===== config.mk =====
export PLATFORM = sky130hd
export DESIGN_NAME = lcd_timing_gen
export DESIGN_NICKNAME = d
export VERILOG_FILES = /design/src/rtl/lcd_tim_pkg.sv /design/src/rtl/lcd_pix_div.sv /design/src/rtl/lcd_scan_ctr.sv /design/src/rtl/lcd_axis_dec.sv /design/src/rtl/lcd_timing_gen.sv
export SDC_FILE = /design/constraint.sdc
export NUM_CORES = 1
export LEC_CHECK = 0
export BUFFER_PORTS_ARGS = -buffer_cell sky130_fd_sc_hd__clkbuf_2
export CORE_UTILIZATION = 41
export CTS_CLUSTER_SIZE = 30
export DETAILED_ROUTE_END_ITERATION = 10
export PLACE_DENSITY = 0.59
export SETUP_SLACK_MARGIN = 0.2
export SYNTH_ARGS = -nofsm -noshare
export SYNTH_HDL_FRONTEND = slang
export SYNTH_SLANG_ARGS = --single-unit

===== constraint.sdc =====
create_clock -name clk_i -period 3.3 [get_ports clk_i]
set_input_delay 0.33 -clock clk_i [delete_from_list [all_inputs] [get_ports clk_i]]
set_output_delay 0.33 -clock clk_i [all_outputs]
set_load 0.03 [all_outputs]

===== src/rtl/lcd_tim_pkg.sv =====
package lcd_tim_pkg;

  typedef struct packed {
    logic sync;
    logic act;
  } axis_flags_t;

  // divider N for sys_hz / (2*(N+1)) ~= pix_hz
  function automatic int unsigned pix_div_calc(int unsigned sys_hz, int unsigned pix_hz);
    return ((sys_hz / pix_hz) / 2) - 1;
  endfunction

endpackage


===== src/rtl/lcd_pix_div.sv =====
module lcd_pix_div #(
  parameter int DIV_W = 16
) (
  input  logic             clk_i,
  input  logic             rst_ni,
  input  logic             run_i,
  input  logic [DIV_W-1:0] div_i,
  output logic             pclk_o,
  output logic             fall_o
);
  logic [DIV_W-1:0] cnt_q;
  logic             pclk_q;
  logic             half_done;

  // >= tolerates div_i shrinking mid-half-period
  assign half_done = (cnt_q >= div_i);
  assign fall_o    = run_i & half_done & pclk_q;
  assign pclk_o    = pclk_q;

  always_ff @(posedge clk_i or negedge rst_ni) begin
    if (!rst_ni) begin
      cnt_q  <= '0;
      pclk_q <= 1'b0;
    end else if (!run_i) begin
      cnt_q  <= '0;
      pclk_q <= 1'b0;
    end else if (half_done) begin
      cnt_q  <= '0;
      pclk_q <= ~pclk_q;
    end else begin
      cnt_q  <= cnt_q + 1'b1;
    end
  end
endmodule


===== src/rtl/lcd_scan_ctr.sv =====
module lcd_scan_ctr #(
  parameter int H_TOTAL = 525,
  parameter int V_TOTAL = 286,
  localparam int HW = $clog2(H_TOTAL + 1),
  localparam int VW = $clog2(V_TOTAL + 1)
) (
  input  logic          clk_i,
  input  logic          rst_ni,
  input  logic          clr_i,
  input  logic          step_i,
  output logic [HW-1:0] h_o,
  output logic [VW-1:0] v_o
);
  localparam logic [HW-1:0] H_LAST = HW'(H_TOTAL - 1);
  localparam logic [VW-1:0] V_LAST = VW'(V_TOTAL - 1);

  logic [HW-1:0] h_q;
  logic [VW-1:0] v_q;
  logic          h_wrap;

  assign h_wrap = step_i & (h_q == H_LAST);

  always_ff @(posedge clk_i or negedge rst_ni) begin
    if (!rst_ni) begin
      h_q <= '0;
      v_q <= '0;
    end else if (clr_i) begin
      h_q <= '0;
      v_q <= '0;
    end else if (step_i) begin
      h_q <= h_wrap ? '0 : h_q + 1'b1;
      if (h_wrap) v_q <= (v_q == V_LAST) ? '0 : v_q + 1'b1;
    end
  end

  assign h_o = h_q;
  assign v_o = v_q;
endmodule


===== src/rtl/lcd_axis_dec.sv =====
module lcd_axis_dec
  import lcd_tim_pkg::*;
#(
  parameter int CW     = 10,
  parameter int SYNC_W = 41,
  parameter int DELAY  = 43,
  parameter int ACTIVE = 480,
  localparam int PW = $clog2(ACTIVE)
) (
  input  logic [CW-1:0] cnt_i,
  output axis_flags_t   flags_o,
  output logic [PW-1:0] pos_o
);
  localparam logic [CW-1:0] C_SYNC  = CW'(SYNC_W);
  localparam logic [CW-1:0] C_START = CW'(DELAY);
  localparam logic [CW-1:0] C_END   = CW'(DELAY + ACTIVE);

  logic [CW-1:0] off;

  assign off           = cnt_i - C_START;
  assign flags_o.sync  = (cnt_i < C_SYNC);
  assign flags_o.act   = (cnt_i >= C_START) && (cnt_i < C_END);
  assign pos_o         = flags_o.act ? off[PW-1:0] : '0;
endmodule


===== src/rtl/lcd_timing_gen.sv =====
module lcd_timing_gen
  import lcd_tim_pkg::*;
#(
  parameter int H_TOTAL  = 525,
  parameter int H_SYNC   = 41,
  parameter int H_DELAY  = 43,
  parameter int H_ACTIVE = 480,
  parameter int V_TOTAL  = 286,
  parameter int V_SYNC   = 10,
  parameter int V_DELAY  = 12,
  parameter int V_ACTIVE = 272,
  parameter int DIV_W    = 16,
  localparam int COL_W = $clog2(H_ACTIVE),
  localparam int ROW_W = $clog2(V_ACTIVE)
) (
  input  logic             clk_i,
  input  logic             rst_ni,
  input  logic             en_i,
  input  logic [DIV_W-1:0] div_i,
  output logic             pclk_o,
  output logic             pix_en_o,
  output logic             hsync_o,
  output logic             vsync_o,
  output logic             de_o,
  output logic [COL_W-1:0] col_o,
  output logic [ROW_W-1:0] row_o
);
  localparam int HW = $clog2(H_TOTAL + 1);
  localparam int VW = $clog2(V_TOTAL + 1);

  logic             run_q;
  logic             cnt_run;
  logic             fall;
  logic [HW-1:0]    h_cnt;
  logic [VW-1:0]    v_cnt;
  axis_flags_t      h_fl, v_fl;
  logic [COL_W-1:0] h_pos;
  logic [ROW_W-1:0] v_pos;
  logic             de;

  // one cycle of hold at origin after en rises: slot 0 gets a full period
  always_ff @(posedge clk_i or negedge rst_ni) begin
    if (!rst_ni) run_q <= 1'b0;
    else         run_q <= en_i;
  end

  assign cnt_run = en_i & run_q;

  lcd_pix_div #(.DIV_W(DIV_W)) u_div (
    .clk_i  (clk_i),
    .rst_ni (rst_ni),
    .run_i  (cnt_run),
    .div_i  (div_i),
    .pclk_o (pclk_o),
    .fall_o (fall)
  );

  lcd_scan_ctr #(.H_TOTAL(H_TOTAL), .V_TOTAL(V_TOTAL)) u_scan (
    .clk_i  (clk_i),
    .rst_ni (rst_ni),
    .clr_i  (~en_i),
    .step_i (fall),
    .h_o    (h_cnt),
    .v_o    (v_cnt)
  );

  lcd_axis_dec #(.CW(HW), .SYNC_W(H_SYNC), .DELAY(H_DELAY), .ACTIVE(H_ACTIVE)) u_hdec (
    .cnt_i   (h_cnt),
    .flags_o (h_fl),
    .pos_o   (h_pos)
  );

  lcd_axis_dec #(.CW(VW), .SYNC_W(V_SYNC), .DELAY(V_DELAY), .ACTIVE(V_ACTIVE)) u_vdec (
    .cnt_i   (v_cnt),
    .flags_o (v_fl),
    .pos_o   (v_pos)
  );

  assign de       = run_q & h_fl.act & v_fl.act;
  assign pix_en_o = fall;
  assign hsync_o  = run_q & h_fl.sync;
  assign vsync_o  = run_q & v_fl.sync;
  assign de_o     = de;
  assign col_o    = de ? h_pos : '0;
  assign row_o    = de ? v_pos : '0;
endmodule


==> flow_metrics.env, run 1 <==
export IMPL_synth_cell_types=53
export IMPL_multi_input_area_um2=1670
export IMPL_final_cell_area_um2=3150
export IMPL_dp_final_hpwl_um=4290
export IMPL_p_sw_share_pct=24.2
export IMPL_worst_slew_pin_slew_ns=0.954
export IMPL_grt_pass1_wl_um=10700
export IMPL_slew_violations=0
export IMPL_io_pins=42
export IMPL_worst_skew_pair_late_latency_ns=0.29
export IMPL_path_buf_inv=2
export IMPL_root_buffer="clkbuf_8"
export IMPL_seq_area_frac_synth_pct=33.5
export IMPL_rows=29
export IMPL_r2r_start="u_div.cnt_q[11]"
export IMPL_design_die_area_um2=7080
export IMPL_dpl_cell_area_um2=3010
export IMPL_cp_required_ns=2.97
export IMPL_max_freq_mhz=339
export IMPL_drv_cap=0
export IMPL_cpLargestDelayFamily="compound AO/OA/AOI/OAI gates"
export IMPL_regToRegSetupSlack_ns=0.44
export IMPL_vias_per_cell=5.38
export IMPL_cts_hold_buf=0
export IMPL_worstHoldPathType="input port to async pin"
export IMPL_die_h_um=84.2
export IMPL_netlist_area_um2=2770
export IMPL_num_fill_cells=636
export IMPL_internal_power_w=0.000620
export IMPL_drt_iter0_drc=51
export IMPL_slew_headroom_pct=36.4
export IMPL_fin_nets=413
export IMPL_r2r_cells=9
export IMPL_fp_dieW_um=84.2
export IMPL_synth_seq_cells=37
export IMPL_fin_worst_skew_ns=0.00460
export IMPL_grt_pass1_vias=2250
export IMPL_combPwrFrac_pct=6.3
export IMPL_tns_ns=0
export IMPL_clock_sinks=37
export IMPL_leakage_nw=1.55
export IMPL_wire_per_inst_um=13.7
export IMPL_slowest_delay_ns=0.45
export IMPL_path_clk_slew_ns=0.08
export IMPL_peakVddDrop_uv=152
export IMPL_area_growth_pct=13.8
export IMPL_drtPass1Iterations=7
export IMPL_antenna_found_initial=0
export IMPL_htreeDepth=2
export IMPL_grt_max_degree=38
export IMPL_wl_um=6150
export IMPL_synth_async_reset_ratio_pct=100
export IMPL_setup_viol=0
export IMPL_r2r_end="u_scan.v_o[1]"
export IMPL_place_congestion=0.794
export IMPL_io_buffers=41
export IMPL_powerDensity_nw_per_um2=260
export IMPL_synthFlopType="dfrtp_1"
export IMPL_drc=6
export IMPL_critPathMaxFanout=11
export IMPL_n_antenna_cell=0
export IMPL_cts_buffers=5
export IMPL_hold_viol=0
export IMPL_start_util_pct=43.1
export IMPL_p_clk_share_pct=37.6
export IMPL_rsz0062_at_grt="no"
export IMPL_cts_tree="built"
export IMPL_synth_edf_count=0
export IMPL_period_minus_slack_ns=2.95
export IMPL_seqCellArea_um2=927
export IMPL_syn_num_nets=375
export IMPL_min_period_over_period_pct=89.5
export IMPL_crit_type="flop to primary output"
export IMPL_syn_inst=333
export IMPL_end_kind="primary output"
export IMPL_crit_slowest_cell="dfrtp_2"
export IMPL_seq_power_share_pct=56.1
export IMPL_cp_arrival_ns=2.62
export IMPL_cp_cell_sequence="ha_1 > nand4_1 > a211o_1 > o32a_1 > and2_4 > or2_4 > inv_6 > clkbuf_4"
export IMPL_cp_start_kind="flop"
export IMPL_grt_usage_pct=18.4
export IMPL_grt_overflow_total=0
export IMPL_failed_checks="DRC"
export IMPL_ant_nets=0
export IMPL_power_switching_w=0.000198
export IMPL_fp_coreArea_um2=6420
export IMPL_drive_above_1_share_pct=19.1
export IMPL_vias=2416
export IMPL_cts_buffer_depth=2
export IMPL_avgSynthCellArea_um2=8.31
export IMPL_yosys_warnings=0
export IMPL_run_status="complete, but fails checks"
## worst max-delay path by stage
stage                     cells past startpoint  slack, ns       startpoint  endpoint
after floorplan                               4       0.49    u_scan.v_o[5]   vsync_o
after global placement                       10       0.44        div_i[13]  pix_en_o
after detailed placement                     10       0.38        div_i[13]  pix_en_o
after CTS                                     9       0.23   u_div.cnt_q[0]  pix_en_o
after global routing                          8       0.22  u_div.cnt_q[11]  pix_en_o
final                                         8       0.35  u_div.cnt_q[11]  pix_en_o
## cells in the mapped netlist (2+ instances only)
| library cell | number | area share (%) |
|---|---|---|
| nor2_1 | 51 | 6.9 |
| dfrtp_1 | 37 | 33 |
| inv_1 | 30 | 4.1 |
| nand2_1 | 25 | 3.4 |
| ha_1 | 23 | 10 |
| nand3_1 | 16 | 2.9 |
| o311ai_0 | 13 | 4.1 |
| xor2_1 | 13 | 4.1 |
| clkbuf_1 | 12 | 1.6 |
| o21ai_0 | 12 | 2.2 |
| xnor2_1 | 12 | 3.8 |
| a21oi_1 | 9 | 1.6 |
| and3_1 | 9 | 2.0 |
| o31ai_1 | 7 | 1.9 |
| nand4_1 | 6 | 1.4 |
| nor3_1 | 5 | 0.90 |
| a21o_1 | 4 | 1.1 |
| nand2b_1 | 4 | 0.90 |
| or2_2 | 4 | 0.90 |
| buf_2 | 3 | 0.54 |
| a2111oi_0 | 2 | 0.63 |
| a31oi_1 | 2 | 0.45 |
| nand3_2 | 2 | 0.72 |
| nand3b_1 | 2 | 0.54 |
| o22ai_1 | 2 | 0.45 |
## cell families (layout without fill, tap and decap cells)
| family | after synthesis | after routing | share of synthesized area (%) |
|---|---|---|---|
| AO/OA/AOI/OAI | 63 | 63 | 16.3 |
| flip-flops | 37 | 37 | 33.5 |
| buffers and inverters | 48 | 86 | 7.23 |
| AND/OR/NAND/NOR | 137 | 138 | 24.7 |
| XOR/XNOR | 25 | 25 | 7.91 |
| adder cells (fa/ha/maj) | 23 | 23 | 10.4 |
## power by group through the flow
stage | clock [W] | combinational (W) | sequential (W)
2_1_floorplan | 0 | 0.0000262 | 0.000465
3_3_place_gp | 0 | 0.0000506 | 0.000467
3_5_place_dp | 0 | 0.0000518 | 0.000467
4_1_cts | 0.000325 | 0.0000524 | 0.000458
5_1_grt | 0.000340 | 0.0000596 | 0.000459
6_report | 0.000308 | 0.0000513 | 0.000459
## layout make-up
cell class | count | area share, %
multi-input cells | 249 | 53.0
clock buffers | 6 | 2.30
clock inverters | 2 | 0.318
flip-flops and latches | 37 | 29.4
repair buffers | 47 | 8.02
inverters | 31 | 3.85
well taps | 77 | 3.06
## flip-flops by register name, summed over array words and instances (netlist names)
name          cells
run_q             1
u_div.pclk_o      1
u_scan.v_o        9
u_scan.h_o       10
u_div.cnt_q      16
## repair_timing
| action | in CTS | in global routing |
|---|---|---|
| gates resized for setup | 1 | 7 |
| buffers inserted | 0 | 3 |
| hold endpoints to repair | 0 | 0 |
| gates cloned | 0 | 1 |
| endpoints found under the setup margin | 1 | 13 |
| pin swaps | 0 | 2 |
## stage by stage
| step | instances | util [%] | hold slack, ns | total power, W | setup slack (ns) |
|---|---|---|---|---|---|
| after floorplan | 333 | - | 0.0344 | 0.000491 | 0.489 |
| after detailed placement | 437 | 46.9 | 0.535 | 0.000519 | 0.381 |
| after global routing | 449 | 49.1 | 0.254 | 0.000859 | 0.220 |
| after global placement | 437 | 46.9 | 0.531 | 0.000518 | 0.440 |
| after CTS | 445 | 48.3 | 0.218 | 0.000836 | 0.226 |
| final | 449 | 49.1 | 0.175 | 0.000818 | 0.347 |
## placed cells by master, fill, tap and decap left out, drive strengths merged, types with 2 or more instances in the layout
cell     count
nand3b       2
o22ai        2
a2111oi      3
a31oi        2
clkbuf      47
a21o         4
buf          6
nor3         6
a21boi       2
clkinv       2
dfrtp       37
xnor2       12
and2         3
and3         9
nand4        7
o31ai        7
nand3       18
xor2        13
nor2        52
nand2b       4
a21oi        9
inv         31
or2          5
ha          23
nand2       26
o311ai      13
o21ai       12
## worst reg2reg max path: stages (launching register included)
cell and delay [ns]:
dfrtp_2 0.45, ha_1 0.33, nand4_1 0.12, a211o_1 0.29, o32a_1 0.39, buf_4 0.15, buf_4 0.12, and2_2 0.26
or4_1 0.51, a21boi_1 0.16
## per-layer routing
layer | vias up | track usage [%] | routed length [um]
li1 | 1237 | - | -
met1 | 1118 | 25.9 | 2910
met4 | 0 | 4.39 | 31
met3 | 4 | 3.44 | 291
met2 | 57 | 29.4 | 2920
met5 | - | 0 | 0
No activity file was read; power rests on OpenSTA's default activity.
==> run 2: changes to the inputs <==
--- a/config.mk
+++ b/config.mk
@@ -6,10 +6,10 @@
 export NUM_CORES = 1
 export LEC_CHECK = 0
 export BUFFER_PORTS_ARGS = -buffer_cell sky130_fd_sc_hd__clkbuf_2
-export CORE_UTILIZATION = 41
+export CORE_UTILIZATION = 40
 export CTS_CLUSTER_SIZE = 30
 export DETAILED_ROUTE_END_ITERATION = 10
-export PLACE_DENSITY = 0.59
+export PLACE_DENSITY = 0.57
 export SETUP_SLACK_MARGIN = 0.2
 export SYNTH_ARGS = -nofsm -noshare
 export SYNTH_HDL_FRONTEND = slang
==> run 2 against run 1 <==
Effect of this change:
- the flow now finishes without violations
- clock power grew 56%
- cell count is the same
- worst setup slack lost 0.0017 ns
- via count grew 1.1%
- design area grew 2.7%
- maximum frequency is essentially flat
- global-route usage shrank 0.52 points
- critical path type unchanged
- die area grew 2.4%
- combinational power grew 6.0%
- sequential share of layout area shrank 0.77 points
- sequential cell count is the same
- non-clock buffer count is the same
==> flow_metrics.env, run 2 (synthesis results as in run 1) <==
export IMPL_crit_type="flop to primary output"
export IMPL_end_kind="primary output"
export IMPL_die_h_um=85.2
export IMPL_cp_start_kind="flop"
export IMPL_area_growth_pct=16.9
export IMPL_path_clk_slew_ns=0.08
export IMPL_num_fill_cells=648
export IMPL_cp_required_ns=2.97
export IMPL_critPathMaxFanout=11
export IMPL_tns_ns=0
export IMPL_slowest_delay_ns=0.42
export IMPL_wl_um=6150
export IMPL_clock_sinks=37
export IMPL_r2r_cells=8
export IMPL_setup_ws_ns=0.345
export IMPL_htreeDepth=2
export IMPL_finalPower_w=0.000992
export IMPL_r2r_start="u_div.cnt_q[13]"
export IMPL_ant_nets=0
export IMPL_drive_above_1_share_pct=20.2
export IMPL_path_buf_inv=2
export IMPL_root_buffer="clkbuf_8"
export IMPL_r2r_end="u_scan.v_o[1]"
export IMPL_cts_buffers=5
export IMPL_grt_max_degree=38
export IMPL_powerDensity_nw_per_um2=307
export IMPL_io_buffers=41
export IMPL_worstHoldPathType="input port to async pin"
export IMPL_rsz0062_at_grt="no"
export IMPL_cts_buffer_depth=2
export IMPL_seqCellArea_um2=927
export IMPL_place_congestion=0.804
export IMPL_vias=2443
export IMPL_antenna_found_initial=0
export IMPL_final_common_cell="nor2_1"
export IMPL_cts_tree="built"
export IMPL_multi_input_area_um2=1700
export IMPL_vias_per_cell=5.44
export IMPL_max_freq_mhz=338
export IMPL_period_minus_slack_ns=2.95
export IMPL_dpl_cell_area_um2=3020
export IMPL_run_status="finished, final reports clean"
export IMPL_io_pins=42
export IMPL_design_die_area_um2=7260
export IMPL_grt_overflow_total=0
export IMPL_drt_iter0_drc=126
export IMPL_pre_cts_ws_ns=0.385
export IMPL_final_cell_area_um2=3240
export IMPL_rows=29
export IMPL_largest_register="u_div.cnt_q"
export IMPL_hold_viol=0
export IMPL_worst_slew_pin_slew_ns=0.928
export IMPL_fp_dieW_um=85.2
export IMPL_holdWs_ns=0.158
export IMPL_slew_violations=0
export IMPL_cts_hold_buf=0
export IMPL_setup_viol=0
export IMPL_grt_usage_pct=17.9
export IMPL_fp_coreArea_um2=6530
export IMPL_cpLargestDelayFamily="simple AND/OR/NAND/NOR gates"
export IMPL_crit_slowest_cell="dfrtp_1"
export IMPL_drtPass1Iterations=4
export IMPL_worst_skew_pair_late_latency_ns=0.29
export IMPL_start_util_pct=42.4
export IMPL_peakVddDrop_uv=221
export IMPL_largest_reg_flops=16
export IMPL_mostFrequentLayoutCells="nor2_1 (51), clkbuf_2 (40), dfrtp_1 (36)"
export IMPL_grt_pass1_vias=2202
export IMPL_slew_headroom_pct=38.2
export IMPL_leakage_nw=1.57
export IMPL_n_antenna_cell=0
export IMPL_cp_cell_sequence="ha_1 > nand4_2 > a211o_1 > o32a_1 > and2_4 > or2_4 > inv_6 > clkbuf_4"
export IMPL_grt_pass1_wl_um=10500
export IMPL_wire_per_inst_um=13.7
export IMPL_min_period_over_period_pct=89.5
export IMPL_fin_nets=413
export IMPL_regToRegSetupSlack_ns=0.59
export IMPL_fin_worst_skew_ns=0.00914
export IMPL_drv_cap=0
export IMPL_drc=0
export IMPL_cp_arrival_ns=2.62
export IMPL_dp_final_hpwl_um=4300
## run 2: what timing repair did
action	4_1_cts	5_1_grt
pin swaps	0	3
resized for setup	1	10
endpoints found under the setup margin	1	13
buffers inserted	0	2
cloned	0	1
## run 2: area by class of cell
cell class,count,area share [%]
multi-input combinational,249,52.6
sequential,37,28.7
timing repair buffer,47,7.81
inverter,31,3.75
tap,77,2.98
clock buffer,5,2.13
clock inverter,3,2.13
## run 2: worst max path at each step
| stage | start | depth (start not counted) | slack [ns] | endpoint |
|---|---|---|---|---|
| after floorplan | u_scan.v_o[5] | 4 | 0.49 | vsync_o |
| after global placement | div_i[13] | 10 | 0.46 | pix_en_o |
| after detailed placement | div_i[13] | 10 | 0.38 | pix_en_o |
| after CTS | u_div.cnt_q[0] | 9 | 0.21 | pix_en_o |
| after global routing | u_div.cnt_q[13] | 8 | 0.20 | pix_en_o |
| final | u_div.cnt_q[13] | 8 | 0.35 | pix_en_o |
## run 2: routing by layer
| layer | global-route usage, % | vias up | part of all wire (%) |
|---|---|---|---|
| li1 | - | 1245 | - |
| met5 | 0 | - | 0 |
| met3 | 2.92 | 2 | 3.5 |
| met4 | 4.62 | 0 | 0.67 |
| met2 | 28.4 | 54 | 46 |
| met1 | 25.4 | 1142 | 50 |
## run 2: through the flow
step | utilization [%] | instances
2_1_floorplan | - | 333
3_3_place_gp | 46.2 | 438
3_5_place_dp | 46.2 | 438
4_1_cts | 48.4 | 446
5_1_grt | 49.5 | 449
6_report | 49.5 | 449
## run 2: power by group
group	switching (W)	internal [W]	total, W
registers	0.00000343	0.000455	0.000458
clock network	0.000175	0.000304	0.000480
logic	0.0000340	0.0000204	0.0000544
total	0.000213	0.000779	0.000992
